[src/rtl/jk_pkg.sv]
package jk_pkg;
  typedef enum int {
    PH_CLK_HI = 0,
    PH_CLK_LO = 1,
    PH_PRE_LO = 2,
    PH_CLR_LO = 3
  } phase_e;

  localparam int NUM_PHASES = 4;

  function automatic logic jk_next(input logic q, input logic j, input logic k);
    case ({j, k})
      2'b10:   return 1'b1;
      2'b01:   return 1'b0;
      2'b11:   return ~q;
      default: return q;
    endcase
  endfunction
endpackage

[src/rtl/jk_sync.sv]
module jk_sync #(
  parameter int            W       = 1,
  parameter int            STAGES  = 2,
  parameter logic [W-1:0]  RST_VAL = '0
) (
  input  logic         clk_i,
  input  logic         rst_ni,
  input  logic [W-1:0] d_i,
  output logic [W-1:0] d_o
);
  logic [W-1:0] stg [STAGES];

  always_ff @(posedge clk_i or negedge rst_ni) begin
    if (!rst_ni) begin
      for (int i = 0; i < STAGES; i++) stg[i] <= RST_VAL;
    end else begin
      stg[0] <= d_i;
      for (int i = 1; i < STAGES; i++) stg[i] <= stg[i-1];
    end
  end

  assign d_o = stg[STAGES-1];
endmodule

[src/rtl/jk_edge.sv]
module jk_edge (
  input  logic clk_i,
  input  logic rst_ni,
  input  logic lvl_i,
  output logic rise_o,
  output logic fall_o
);
  logic lvl_d;

  always_ff @(posedge clk_i or negedge rst_ni) begin
    if (!rst_ni) lvl_d <= 1'b0;
    else         lvl_d <= lvl_i;
  end

  assign rise_o = lvl_i & ~lvl_d;
  assign fall_o = ~lvl_i & lvl_d;
endmodule

[src/rtl/jk_ms_core.sv]
module jk_ms_core
  import jk_pkg::*;
#(
  parameter int N_IN = 3
) (
  input  logic            clk_i,
  input  logic            rst_ni,
  input  logic            dclk_s_i,
  input  logic            rise_i,
  input  logic            fall_i,
  input  logic            pre_s_ni,
  input  logic            clr_s_ni,
  input  logic [N_IN-1:0] j_s_i,
  input  logic [N_IN-1:0] k_s_i,
  output logic            slave_o,
  output logic            hold_evt_o
);
  logic gj, gk, gj_d, gk_d;
  logic master_q, slave_q;

  assign gj = &j_s_i;
  assign gk = &k_s_i;

  always_ff @(posedge clk_i or negedge rst_ni) begin
    if (!rst_ni) begin
      gj_d     <= 1'b0;
      gk_d     <= 1'b0;
      master_q <= 1'b0;
      slave_q  <= 1'b0;
    end else begin
      gj_d <= gj;
      gk_d <= gk;
      // master loads even while an override is active
      if (rise_i) master_q <= jk_next(slave_q, gj, gk);
      if (!pre_s_ni && clr_s_ni)      slave_q <= 1'b1;
      else if (pre_s_ni && !clr_s_ni) slave_q <= 1'b0;
      else if (pre_s_ni && clr_s_ni && fall_i) slave_q <= master_q;
    end
  end

  assign slave_o    = slave_q;
  // first high cycle (rise) may carry setup-time changes
  assign hold_evt_o = dclk_s_i & ~rise_i & ((gj ^ gj_d) | (gk ^ gk_d));
endmodule

[src/rtl/jk_width_mon.sv]
module jk_width_mon #(
  parameter int MIN_CYC = 10
) (
  input  logic clk_i,
  input  logic rst_ni,
  input  logic act_i,
  output logic short_o
);
  localparam int CW = $clog2(MIN_CYC + 1);
  localparam logic [CW-1:0] LIMIT = CW'(MIN_CYC);

  logic [CW-1:0] cnt;
  logic          act_d;

  always_ff @(posedge clk_i or negedge rst_ni) begin
    if (!rst_ni) begin
      cnt   <= LIMIT;
      act_d <= 1'b1;
    end else begin
      act_d <= act_i;
      if (act_i && !act_d)         cnt <= CW'(1);
      else if (act_i && cnt < LIMIT) cnt <= cnt + CW'(1);
    end
  end

  assign short_o = ~act_i & act_d & (cnt < LIMIT);
endmodule

[src/rtl/jk_ms_ff.sv]
module jk_ms_ff
  import jk_pkg::*;
#(
  parameter int N_IN          = 3,
  parameter int SYNC_STAGES   = 2,
  parameter int MIN_PULSE_CYC = 10
) (
  input  logic            clk_i,
  input  logic            rst_ni,
  input  logic            dclk_i,
  input  logic [N_IN-1:0] j_i,
  input  logic [N_IN-1:0] k_i,
  input  logic            pre_ni,
  input  logic            clr_ni,
  input  logic            flag_clr_i,
  output logic            q_o,
  output logic            qn_o,
  output logic            hold_viol_o,
  output logic            width_viol_o
);
  localparam int SW = 2 * N_IN + 3;
  localparam logic [SW-1:0] SYNC_RST = {1'b0, {(2*N_IN){1'b0}}, 2'b11};

  logic [SW-1:0]         sync_q;
  logic                  s_dclk, s_pre_n, s_clr_n;
  logic [N_IN-1:0]       s_j, s_k;
  logic                  dclk_rise, dclk_fall;
  logic                  slave_q, hold_evt;
  logic [NUM_PHASES-1:0] ph_act, ph_short;
  logic                  hold_viol_q, width_viol_q;

  jk_sync #(.W(SW), .STAGES(SYNC_STAGES), .RST_VAL(SYNC_RST)) u_sync (
    .clk_i, .rst_ni,
    .d_i ({dclk_i, j_i, k_i, pre_ni, clr_ni}),
    .d_o (sync_q)
  );

  assign {s_dclk, s_j, s_k, s_pre_n, s_clr_n} = sync_q;

  jk_edge u_edge (
    .clk_i, .rst_ni,
    .lvl_i  (s_dclk),
    .rise_o (dclk_rise),
    .fall_o (dclk_fall)
  );

  jk_ms_core #(.N_IN(N_IN)) u_core (
    .clk_i, .rst_ni,
    .dclk_s_i   (s_dclk),
    .rise_i     (dclk_rise),
    .fall_i     (dclk_fall),
    .pre_s_ni   (s_pre_n),
    .clr_s_ni   (s_clr_n),
    .j_s_i      (s_j),
    .k_s_i      (s_k),
    .slave_o    (slave_q),
    .hold_evt_o (hold_evt)
  );

  assign ph_act[PH_CLK_HI] = s_dclk;
  assign ph_act[PH_CLK_LO] = ~s_dclk;
  assign ph_act[PH_PRE_LO] = ~s_pre_n;
  assign ph_act[PH_CLR_LO] = ~s_clr_n;

  for (genvar g = 0; g < NUM_PHASES; g++) begin : g_wmon
    jk_width_mon #(.MIN_CYC(MIN_PULSE_CYC)) u_wmon (
      .clk_i, .rst_ni,
      .act_i   (ph_act[g]),
      .short_o (ph_short[g])
    );
  end

  always_ff @(posedge clk_i or negedge rst_ni) begin
    if (!rst_ni) begin
      hold_viol_q  <= 1'b0;
      width_viol_q <= 1'b0;
    end else if (flag_clr_i) begin
      hold_viol_q  <= 1'b0;
      width_viol_q <= 1'b0;
    end else begin
      hold_viol_q  <= hold_viol_q | hold_evt;
      width_viol_q <= width_viol_q | (|ph_short);
    end
  end

  // raw controls override the outputs asynchronously
  assign q_o          = ~pre_ni | (clr_ni & slave_q);
  assign qn_o         = ~clr_ni | (pre_ni & ~slave_q);
  assign hold_viol_o  = hold_viol_q;
  assign width_viol_o = width_viol_q;
endmodule

[config.mk]
export PLATFORM = sky130hd
export DESIGN_NAME = jk_ms_ff
export DESIGN_NICKNAME = d
export VERILOG_FILES = /design/src/rtl/jk_pkg.sv /design/src/rtl/jk_sync.sv /design/src/rtl/jk_edge.sv /design/src/rtl/jk_ms_core.sv /design/src/rtl/jk_width_mon.sv /design/src/rtl/jk_ms_ff.sv
export SDC_FILE = /design/constraint.sdc
export NUM_CORES = 1
export LEC_CHECK = 0
export ABC_AREA = 1
export BUFFER_PORTS_ARGS = -buffer_cell sky130_fd_sc_hd__buf_2
export CELL_PAD_IN_SITES_DETAIL_PLACEMENT = 1
export CELL_PAD_IN_SITES_GLOBAL_PLACEMENT = 2
export CORE_ASPECT_RATIO = 1.1
export CORE_UTILIZATION = 25
export CTS_BUF_LIST = sky130_fd_sc_hd__clkbuf_8 sky130_fd_sc_hd__clkbuf_16
export DETAILED_ROUTE_END_ITERATION = 8
export PLACE_DENSITY = 0.57
export SKIP_CTS_REPAIR_TIMING = 1
export SYNTH_ARGS = -nofsm -noshare
export SYNTH_HDL_FRONTEND = slang
export SYNTH_HIERARCHICAL = 1
export SYNTH_SLANG_ARGS = --single-unit
export TNS_END_PERCENT = 5
[constraint.sdc]
create_clock -name clk_i -period 1.7 [get_ports clk_i]
set_clock_uncertainty 0.05 [all_clocks]
set_input_delay 0.34 -clock clk_i [delete_from_list [all_inputs] [get_ports clk_i]]
set_output_delay 0.34 -clock clk_i [all_outputs]
set_load 0.05 [all_outputs]
==> metrics <==
slew of the pin with the lowest slew margin=0.365 ns; grt ovf=0; crit path cell chain=o21ai_1, buf_2; Final setup viols=0; sequential cell area=0.00115 mm2; top post-synthesis cells by area=dfrtp_1, dfstp_2, nand2_1; top post-synthesis cells by count=nand2_1, dfrtp_1, nand3_1; Net count, final=247; Final period util=91.3%; Max Freq=645 MHz; fin cells=340; worst reg2reg path depth=6; crit-path max cell delay=0.44 ns; hold path cells=1; Synth cell types=19; via/cell ratio=4.27; Compound-Gate Fraction of Synth Area=3.41%; initial antenna violation count=0; fin crit period=1.55 ns; post-synthesis sequential area ratio=56.8%; DP Area=0.00218 mm2; Hold Vio Cnt, Final=0; Detailed Route WL=3700 um; area occupied by multi-input gates=713 um2; DRC=0; Peak VDD IR=451 uV; Reg clk slew, reported paths=0.09 ns; CP Data Required Time=1.31 ns; Post-DRT Antenna Nets=0; count leader, synth=nand2_1; adder-cell share of the synthesized area=2.48%; Worst Path Max Fanout=5; worst hold start=k_i[1]; flop-to-flop setup slack=0.35 ns; Gate Count Post-Synth=216; chip width=87.6 um; crit path DAT=1.16 ns; cell row count=34; die height=96.2 um; Inserted Diodes=0; synthesized area per cell=9.34 um2; Hold Path End=u_sync/stg[12]; routed len/inst=10.9 um; Buffers on Ports=15; Fillers=920; RR Endpoint=width_viol_o; H-tree depth=2; post-route cell area=0.00231 mm2; syn nets=232; Yosys reg bits=45; Yosys top cell by area=dfrtp_1; outcome=completed; leakage=1.13 nW; CTS Root Buffer Type=clkbuf_8; setup_tns=0 ns; DPL Wire Length=2620 um; clk sinks=45; Placer Congestion=0.720; DR iter-0 viols=18; power consumption=2.38 mW; global-route wire length before repair=6440 um; number of global-route vias before repair=1455; slowest CP cell=dfrtp_1; largest net degree at the start of global routing=46; HP Class=input port to flip-flop; RSZ-0062 raised after global routing=false; Post-Synth XOR/XNOR Area=1.74%; Async SR Flop Fraction=100%; worst r2r src=u_sync/d_o[8]; GRT Total Usage=10.0%; max cap viols=0; core box area=0.00787 mm2; Pre-Repair DR Iteration Count=4; Core Util, Final=29.3%; combinational family with the most area after synthesis=simple AND/OR/NAND/NOR gates; Starting Density=25.6%; DP Cell Count=331; EDFF count, synth=0; ys flop type=dfrtp_1; Crit Path Category=flip-flop to output port; Startpoint Class=flip-flop; Max Slew Vio Count=0; Yosys warning count=6; multiplexer share of the synthesized area=0%; IO Pins=16; critical path capture point type=output port; Max clock buf depth=2; clk_lat worst skew=0.30 ns; Die ar.=0.00843 mm2; post-synth top area share=36.0%; Power Dens Cells=1030 mW/mm2; Synth Area in Simple Gates=27.7%; CTS Buf Count=5; Via Count=1453; area grow syn2layout=14.5%; relative slew slack=75.7%; share of layout cells above drive strength 1=25.4%; CTS tree=done; mapped cell area=0.00202 mm2
where the power goes:
part           total [mW]  internal (mW)  leakage [nW]  switching [mW]
Clock               0.854          0.451        0.0603           0.403
Sequential           1.27           1.17         0.520          0.0938
Combinational       0.259         0.0964         0.545           0.163
Total                2.38           1.72          1.13           0.659
cells in the final DEF, fill, tap and decap left out, drive strengths merged, types with 5 or more instances in the layout:
master and instances:
dfstp 16, buf 16, inv 25, nor2 18, nand2 57, dfrtp 29, clkbuf 5, nand3 31
nand4 10, o21ai 7
worst max-delay path by stage:
stage,from,endpoint,slack (ns),depth (start not counted)
after detailed placement,u_sync/d_o[8],width_viol_o,0.33,6
after CTS,u_core/slave_o,qn_o,0.12,2
after global routing,u_core/slave_o,qn_o,0.08,2
after floorplan,u_core/slave_o,qn_o,0.19,1
final,u_core/slave_o,qn_o,0.15,2
after global placement,u_sync/d_o[8],width_viol_o,0.39,6
flip-flops by register name, indices dropped and copies added, names as in the netlist:
signal and cells:
g_wmon.u_wmon/cnt 16, u_sync/d_o 9, u_sync/stg 9, g_wmon.u_wmon/act_d 4, hold_viol_o 1, u_core/gj_d 1
u_core/gk_d 1, u_core/master_q 1, u_core/slave_o 1, u_edge/lvl_d 1, width_viol_o 1
cells by family after synthesis:
kind of cell | after synthesis
adders and majority gates | 4
and+or+nand+nor | 120
xor gates and xnor gates | 4
AOI/OAI and AO/OA | 10
buffers and inverters | 33
DFF | 45
final cells by class:
class	count	area share, %
repair buffers	17	4.55
multi-input cells	138	30.9
inverters	24	3.90
clock buffers	5	2.98
well taps	108	5.85
clock inverters	3	2.17
flip-flops and latches	45	49.6
metrics by stage:
| step | hold slack [ns] | worst slack (ns) |
|---|---|---|
| 6_report | 0.0849 | 0.149 |
| 5_1_grt | 0.0653 | 0.0831 |
| 4_1_cts | -0.0447 | 0.120 |
| 3_5_place_dp | 0.286 | 0.331 |
| 3_3_place_gp | 0.282 | 0.389 |
| 2_1_floorplan | -0.00559 | 0.186 |
routing by layer:
layer | GRT usage [%] | up-vias | part of all wire (%)
met2 | 16.9 | 14 | 49
met3 | 2.57 | 5 | 2.8
met4 | 4.10 | 0 | 1.7
li1 | - | 718 | -
met5 | 0 | - | 0
met1 | 12.2 | 716 | 47
worst max-delay path, delay by kind of cell, from the launching register on:
| family | cells | cell delay (ns) |
|---|---|---|
| DFF | 1 | 0.44 |
| buffers and inverters | 1 | 0.27 |
| AOI/OAI and AO/OA | 1 | 0.15 |
Note: power is estimated with default switching activity, not from simulation.
